[src/rtl/supervisor_wdt.sv]
`timescale 1ns/1ps
module supervisor_wdt #(
  parameter int PRESCALE     = 50000,
  parameter int EXT_RST      = 2048,
  parameter int EXT_WD_NORM  = 1024,
  parameter int EXT_WD_FIRST = 4096,
  parameter int INT_RST      = 200,
  parameter int INT_WD_LONG  = 1600,
  parameter int INT_WD_SHORT = 100
) (
  input  logic clk,
  input  logic rst_n,
  input  logic low_supply,
  input  logic wdi_level,
  input  logic wdi_float,
  input  logic ext_tick,
  input  logic ext_clk_mode,
  input  logic short_wd,
  output logic sys_rst,
  output logic sys_rst_n,
  output logic wd_fault_n
);
  localparam int M_EXT  = EXT_WD_FIRST > EXT_RST ? EXT_WD_FIRST : EXT_RST;
  localparam int M_INT  = INT_WD_LONG > INT_RST ? INT_WD_LONG : INT_RST;
  localparam int MAXLEN = M_EXT > M_INT ? M_EXT : M_INT;
  localparam int CW = $clog2(MAXLEN + 1);
  localparam int PW = $clog2(PRESCALE + 1);

  logic [PW-1:0] pre_cnt;
  logic [CW-1:0] rst_cnt, wd_cnt, rst_len, wd_period;
  logic [2:0]    lvl_q;
  logic [1:0]    flt_q;
  logic          rst_q, first_q, int_tick, tick, wdi_edge, wd_run, wd_timeout;

  assign int_tick = (pre_cnt == PW'(PRESCALE - 1));
  assign tick     = ext_clk_mode ? ext_tick : int_tick;
  assign rst_len  = ext_clk_mode ? CW'(EXT_RST) : CW'(INT_RST);
  assign wd_period = first_q      ? (ext_clk_mode ? CW'(EXT_WD_FIRST) : CW'(INT_WD_LONG))
                   : ext_clk_mode ? CW'(EXT_WD_NORM)
                   : short_wd     ? CW'(INT_WD_SHORT) : CW'(INT_WD_LONG);

  assign wdi_edge   = (lvl_q[2] ^ lvl_q[1]) & ~flt_q[1];
  assign wd_run     = ~rst_q & ~low_supply & ~flt_q[1];
  assign wd_timeout = wd_run & tick & ~wdi_edge & (wd_cnt >= wd_period - CW'(1));

  assign sys_rst   = rst_q | low_supply;
  assign sys_rst_n = ~sys_rst;

  always_ff @(posedge clk or negedge rst_n)
    if (!rst_n)        pre_cnt <= '0;
    else if (int_tick) pre_cnt <= '0;
    else               pre_cnt <= pre_cnt + PW'(1);

  always_ff @(posedge clk or negedge rst_n)
    if (!rst_n) begin
      lvl_q <= '0;
      flt_q <= '0;
    end else begin
      lvl_q <= {lvl_q[1:0], wdi_level};
      flt_q <= {flt_q[0], wdi_float};
    end

  always_ff @(posedge clk or negedge rst_n)
    if (!rst_n) begin
      rst_q   <= 1'b1;
      rst_cnt <= '0;
    end else if (low_supply || wd_timeout) begin
      rst_q   <= 1'b1;
      rst_cnt <= '0;
    end else if (rst_q && tick) begin
      if (rst_cnt >= rst_len - CW'(1)) begin
        rst_q   <= 1'b0;
        rst_cnt <= '0;
      end else begin
        rst_cnt <= rst_cnt + CW'(1);
      end
    end

  always_ff @(posedge clk or negedge rst_n)
    if (!rst_n) begin
      wd_cnt  <= '0;
      first_q <= 1'b1;
    end else if (rst_q || low_supply) begin
      wd_cnt  <= '0;
      first_q <= 1'b1;
    end else if (flt_q[1]) begin
      wd_cnt  <= '0;
    end else if (wdi_edge) begin
      wd_cnt  <= '0;
      first_q <= 1'b0;
    end else if (tick) begin
      wd_cnt  <= wd_timeout ? '0 : wd_cnt + CW'(1);
    end

  always_ff @(posedge clk or negedge rst_n)
    if (!rst_n)                       wd_fault_n <= 1'b1;
    else if (low_supply || flt_q[1])  wd_fault_n <= 1'b1;
    else if (wdi_edge)                wd_fault_n <= 1'b1;
    else if (wd_timeout)              wd_fault_n <= 1'b0;


  held_after_supply_chk: assert property (@(posedge clk) disable iff (!rst_n)
    $fell(low_supply) |-> sys_rst);

  timeout_effect_chk: assert property (@(posedge clk) disable iff (!rst_n)
    wd_timeout |=> (sys_rst && !wd_fault_n));

  fault_latched_chk: assert property (@(posedge clk) disable iff (!rst_n)
    (!wd_fault_n && !low_supply && !flt_q[1] && !wdi_edge) |=> !wd_fault_n);

  float_clears_chk: assert property (@(posedge clk) disable iff (!rst_n)
    flt_q[1] |=> wd_fault_n);

  supply_clears_chk: assert property (@(posedge clk) disable iff (!rst_n)
    low_supply |=> (wd_fault_n && sys_rst));
endmodule

[config.mk]
export PLATFORM = sky130hd
export DESIGN_NAME = supervisor_wdt
export DESIGN_NICKNAME = d
export VERILOG_FILES = /design/src/rtl/supervisor_wdt.sv
export SDC_FILE = /design/constraint.sdc
export NUM_CORES = 1
export LEC_CHECK = 0
export CAP_MARGIN = 20
export CORE_MARGIN = 5
export CORE_UTILIZATION = 50
export DETAILED_ROUTE_END_ITERATION = 12
export GPL_TIMING_DRIVEN = 0
export PLACE_DENSITY = 0.67
export SETUP_SLACK_MARGIN = 0.1
export SLEW_MARGIN = 15
export SYNTH_ARGS = -nofsm -noshare
export SYNTH_HDL_FRONTEND = slang
export SYNTH_SLANG_ARGS = --single-unit
[constraint.sdc]
create_clock -name clk -period 3.3 [get_ports clk]
set_input_delay 0.825 -clock clk [delete_from_list [all_inputs] [get_ports clk]]
set_output_delay 0.825 -clock clk [all_outputs]
set_load 0.02 [all_outputs]
Word level (Yosys, flattened, before mapping). Index checks and enable logic that the tools add are counted.

Bits in registers: 50. Bits of input ports: 8. Word-level logic and storage cells: 65.

$add $sub $neg: 5. Order comparisons: 2. Equal/unequal tests: 2. Muxes and demuxes: 24. Bitwise logic cells: 13. Reduce and logical (&&, ||, !) cells: 11.

Operator list (count): $mux 13 (10); $add 13x1->13 const B (2); $ge 13x13->1 (2); $mux 11 (2); $add 16x1->16 const B (1); $eq 16x16->1 const B (1); $mux 16 (1); $sub 12x1->13 const B (1); $sub 13x1->13 const B (1); $mux 12 (1); $mux 1 (10); $and 1x1->1 (6); $reduce_bool 2->1 (3); $not 1->1 (5); $reduce_and 2->1 (2); $reduce_bool 4->1 (1); $logic_or 1x1->1 (3); $reduce_bool 3->1 (1); $ne 2x1->1 const B (1); $logic_and 1x1->1 (1); $or 1x1->1 (1); $xor 1x1->1 (1).

Depth between registers and ports, before layout.
Depth in word-level cells: 11. Gate-level depth with buffers: 12.

Least setup slack after synthesis. Ideal clock, no wire load.

Path kind: input -> register. From: in ext_clk_mode. To: reg rst_cnt[4]. Setup time: 0.138 ns. Data arrival time: 3.327 ns. Data required time: 3.162 ns. Path slack: -0.166 ns. Stages: 11. Path through: inv_1 > nand3_1 > ha_1 > xnor2_1 > ha_1 > nand3_1 > or4b_2 > clkbuf_1 > a211oi_2 > clkbuf_1 > a311oi_1.

Cells in the longest elaborated chain, start to end: 7. Elaborated cells on any way between the ends: 18. Classes of those cells: add/sub (2); order compare (2); mux (8); bitwise (3); reduce/logical (3).

Ends and longest elaborated chain: start, declared (line 17) `input logic ext_clk_mode,`; $mux 11 / $mux 13 (equally long branches) (line 39, 38); $mux 13 (line 38) `assign wd_period = first_q ? (ext_clk_mode ? CW'(EXT_WD_FIRST) : CW'(INT_WD_LONG))`; $sub 13x1->13 (line 44) `assign wd_timeout = wd_run & tick & ~wdi_edge & (wd_cnt >= wd_period - CW'(1));`; $ge 13x13->1 (line 44); $and 1x1->1 (line 44); $logic_or 1x1->1 (line 67) `end else if (low_supply || wd_timeout) begin`; $mux 13 / $reduce_bool 2->1 (equally long branches); end signal, assigned (line 75) `rst_cnt <= rst_cnt + CW'(1);`; end, declared (line 30) `logic [CW-1:0] rst_cnt, wd_cnt, rst_len, wd_period;`.

Several ways; a longest one is shown, not always the timed one. The select of a mux whose other input is x is not followed. A chain may end at the register's enable or synchronous reset.

Worst setup path in the final report.
From: in ext_clk_mode. To: reg rst_cnt[5].

Same word-level chain as after synthesis.

==> results.md <==
- Fin util: 57.8%
- Placed Cells incl. Taps: slightly below 400
- RSZ-0062 raised after global routing: false
- Leakage: roughly 0.0014 uW
- Nature of the critical path endpoint: register
- Final Skew: roughly 0.0058 ns
- Syn Inst Count: slightly above 300
- Largest net degree at the start of global routing: 29
- Crit share post-route: approximately 94%
- Final #Nets: 356
- Diode count: 0
- Later-pin clock latency in the skew report: roughly 0.3 ns
- Kind of critical path: primary input to register
- HPWL after detailed placement: between 4000 and 5000 um
- GRT Util Overall: 19.5%
- Hold bufs inserted after CTS: 0
- Seq cells post-synth: 50
- Initial Util: around half
- DRC viols: 0
- Number of synthesized flops with an enable pin: 0
- M1 GR Usage: between 20% and 30%
- Die ar.: roughly 7500 um2
- Drt first pass iters: 4
- Post-route antenna net violation count: 0
- Clock Sinks: 50
- Reg-to-Reg Start: pre_cnt[7]
- Crit-path leading delay family: simple AND/OR/NAND/NOR gates
- Via density: 5.98
- Mapped Area: between 2000 and 3000 um2
- Crit path max fanout: 7
- Final hold vios: 0
- Clock root cell: clkbuf_8
- Max-slew headroom: roughly 43%
- RePlAce Congestion: 0.838
- Cts bufs inserted: 5
- Least-Margin Pin Slew: between 0.8 and 0.9 ns
- Cell taking the most area after synthesis: dfrtp_1
- CORE AREA: around 5800 um2
- Required time worst endpoint: ~3.5 ns
- Chip height: about 87 um
- # fillers: between 500 and 600
- Syn_nets: between 300 and 400
- Met2 Use GR: 30.6%
- CP startpoint kind: primary input
- Die width: roughly 87 um
- Outcome: finished clean
- Final-report setup violation count: 0
- Distinct cells, synth: 47
- Overflow left after global routing: 0
- Io pins: 11
- Initial antenna violation count: 0
- Layout cells sized above 1: 11.2%
- Final Routed Wirelength: 6570 um
- Final Max Tran Viols: 0
- Max-cap violations: 0
- Via Count: approximately 2400
- Synth top area share: roughly 40%
- Met3 usage: between 2 and 3%
- CP Data Arrival Time: approximately 3.3 ns
- PwrDens: 331 nW/um2
- Fin cells: between 400 and 500
- Post-synth ARST share: 100%
- Dominant cells by area after synthesis: dfrtp_1, ha_1, a211oi_1
- Crit path cell chain: clkbuf_4, clkinvlp_4, nand3_2, ha_1, xnor2_1, ha_1, nand3_1, or4b_4, clkbuf_8, a211oi_4, clkbuf_8, a211oi_1
- Initial DRC Count: approximately 150
- Global-route wire length before repair: approximately 12000 um
- Input/output buffers: 9
- H-tree depth: 2
- DP Worst Slack: -1.05 ns
- GRT Max-Usage Layer: met2
- Worst setup margin: ~0.21 ns
- Area growth syn-to-layout: 14.0%
- Hold WC Path Type: register to register
- Max incr delay on CP: approximately 0.56 ns
- Max Freq: between 0.3 and 0.4 GHz
- CP max-delay cell: or4b_4
- Post-synth top flop: dfrtp_1
- Average size of a mapped cell: ~9.6 um2
- Worst setup path startpoint: ext_clk_mode
- CTS clk-pin slew, worst paths: 0.09 ns
- Post-layout minimum cycle time: roughly 3.1 ns
- IR drop worst, VDD: 260 uV
- Hold path start: lvl_q[0]
- Setup Total Neg Slack: 0 ns
- Number of global-route vias before repair: 2426
- Buf/Inv on CP: 4
- CTS tree: done
- Max clock buf depth: 2
- WL per Instance: approximately 16 um
- Post-synthesis sequential area ratio: 42.6%
- YS warnings: 0
- Rows: 28
per-layer routing:
metal	wire (um)	up-vias	share of wire [%]
met1	3160	1185	48
li1	-	1196	-
met5	0	-	0
met2	3090	31	47
met3	183	11	2.8
met4	135	0	2.1
Yosys cell counts, types with 2 or more instances:
cell      count
dfrtp_1      47
nand2_1      22
nor2_1       22
nand3_1      21
ha_1         19
a211oi_1     16
nand4_1      12
xnor2_1      12
clkbuf_1     11
inv_1        10
nor3_1       10
o21ai_0      10
a31oi_1       8
nand4b_1      8
xor2_1        8
a22oi_1       7
nor2b_1       7
and3_1        6
nor4_1        6
a21oi_1       5
a211oi_2      3
a311oi_1      3
dfstp_2       3
or4_1         3
a21o_1        2
and4_1        2
buf_2         2
o21a_1        2
o31ai_1       2
or3_1         2
stage by stage:
step | total power [uW] | hold slack, ns | instance area (um2)
final | 1110 | 0.355 | 3360
after global routing | 1160 | 0.380 | 3360
after CTS | 1120 | 0.358 | 3350
after detailed placement | 691 | 0.336 | 3200
after global placement | 687 | 0.335 | 3170
after floorplan | 657 | 0.331 | 2980
where the power goes:
group          switching [uW]  leakage (uW)  internal [uW]
combinational            39.9      0.000664           20.2
clock                     205     0.0000585            227
sequential               2.65      0.000662            617
state kept, by name, summed over array words and instances (netlist names):
signal / cells
pre_cnt: 16
wd_fault_n: 1
rst_cnt: 13
first_q: 1
wd_cnt: 13
lvl_q: 3
flt_q: 2
rst_q: 1
cell usage in the layout, fill, tap and decap left out, types with 5 or more instances in the layout:
master,Yosys,layout
nor4_1,6,5
clkbuf_1,11,6
inv_1,10,9
nand4_1,12,12
clkbuf_8,0,8
a211oi_1,16,16
xnor2_1,12,12
clkdlybuf4s50_1,0,6
ha_1,19,19
and3_1,6,6
nand4b_1,8,8
nor2_1,22,22
nor3_1,10,10
nor2b_1,7,7
o21ai_0,10,10
nand3_1,21,20
a31oi_1,8,8
dfrtp_1,47,47
nand2_1,22,22
a22oi_1,7,7
xor2_1,8,8
timing repair:
item                       in CTS  in global routing
pin swaps                       1                  1
setup endpoints to repair      28                 23
buffers inserted                3                  0
resized for setup               9                  8
hold endpoints to repair        0                  0
cloned                          1                  0
final timing paths:
path / to / cells after the start / slack (ns)
hold / removal: lvl_q[1] / 0 / 0.36
setup reg to reg: rst_cnt[7] / 7 / 0.40
setup / recovery: rst_cnt[5] / 12 / 0.21
hold reg to reg: lvl_q[1] / 0 / 0.36
max in group asynchronous: rst_q / 2 / 2.12
min in group asynchronous: wd_cnt[12] / 1 / 0.56
final cells by class:
cell class              count  area (um2)  share of cell area, %
clock buffers               5        68.8                   2.05
clock inverters             3        43.8                   1.30
flip-flops and latches     50        1250                   37.4
plain buffers              15        90.1                   2.68
multi-input cells         233        1620                   48.3
inverters                  10        41.3                   1.23
repair buffers             14         145                   4.32
well taps                  75        93.8                   2.79
cells by family (layout without fill, tap and decap cells):
group	count (synthesis)	count (layout)	synth area share [%]
xor gates and xnor gates	20	20	5.94
AOI/OAI and AO/OA	65	65	15.8
DFF	50	50	42.6
buffers and inverters	25	47	3.52
and+or+nand+nor	129	129	24.0
adders and majority gates	19	19	8.07
Note: power is estimated with default switching activity, not from simulation.
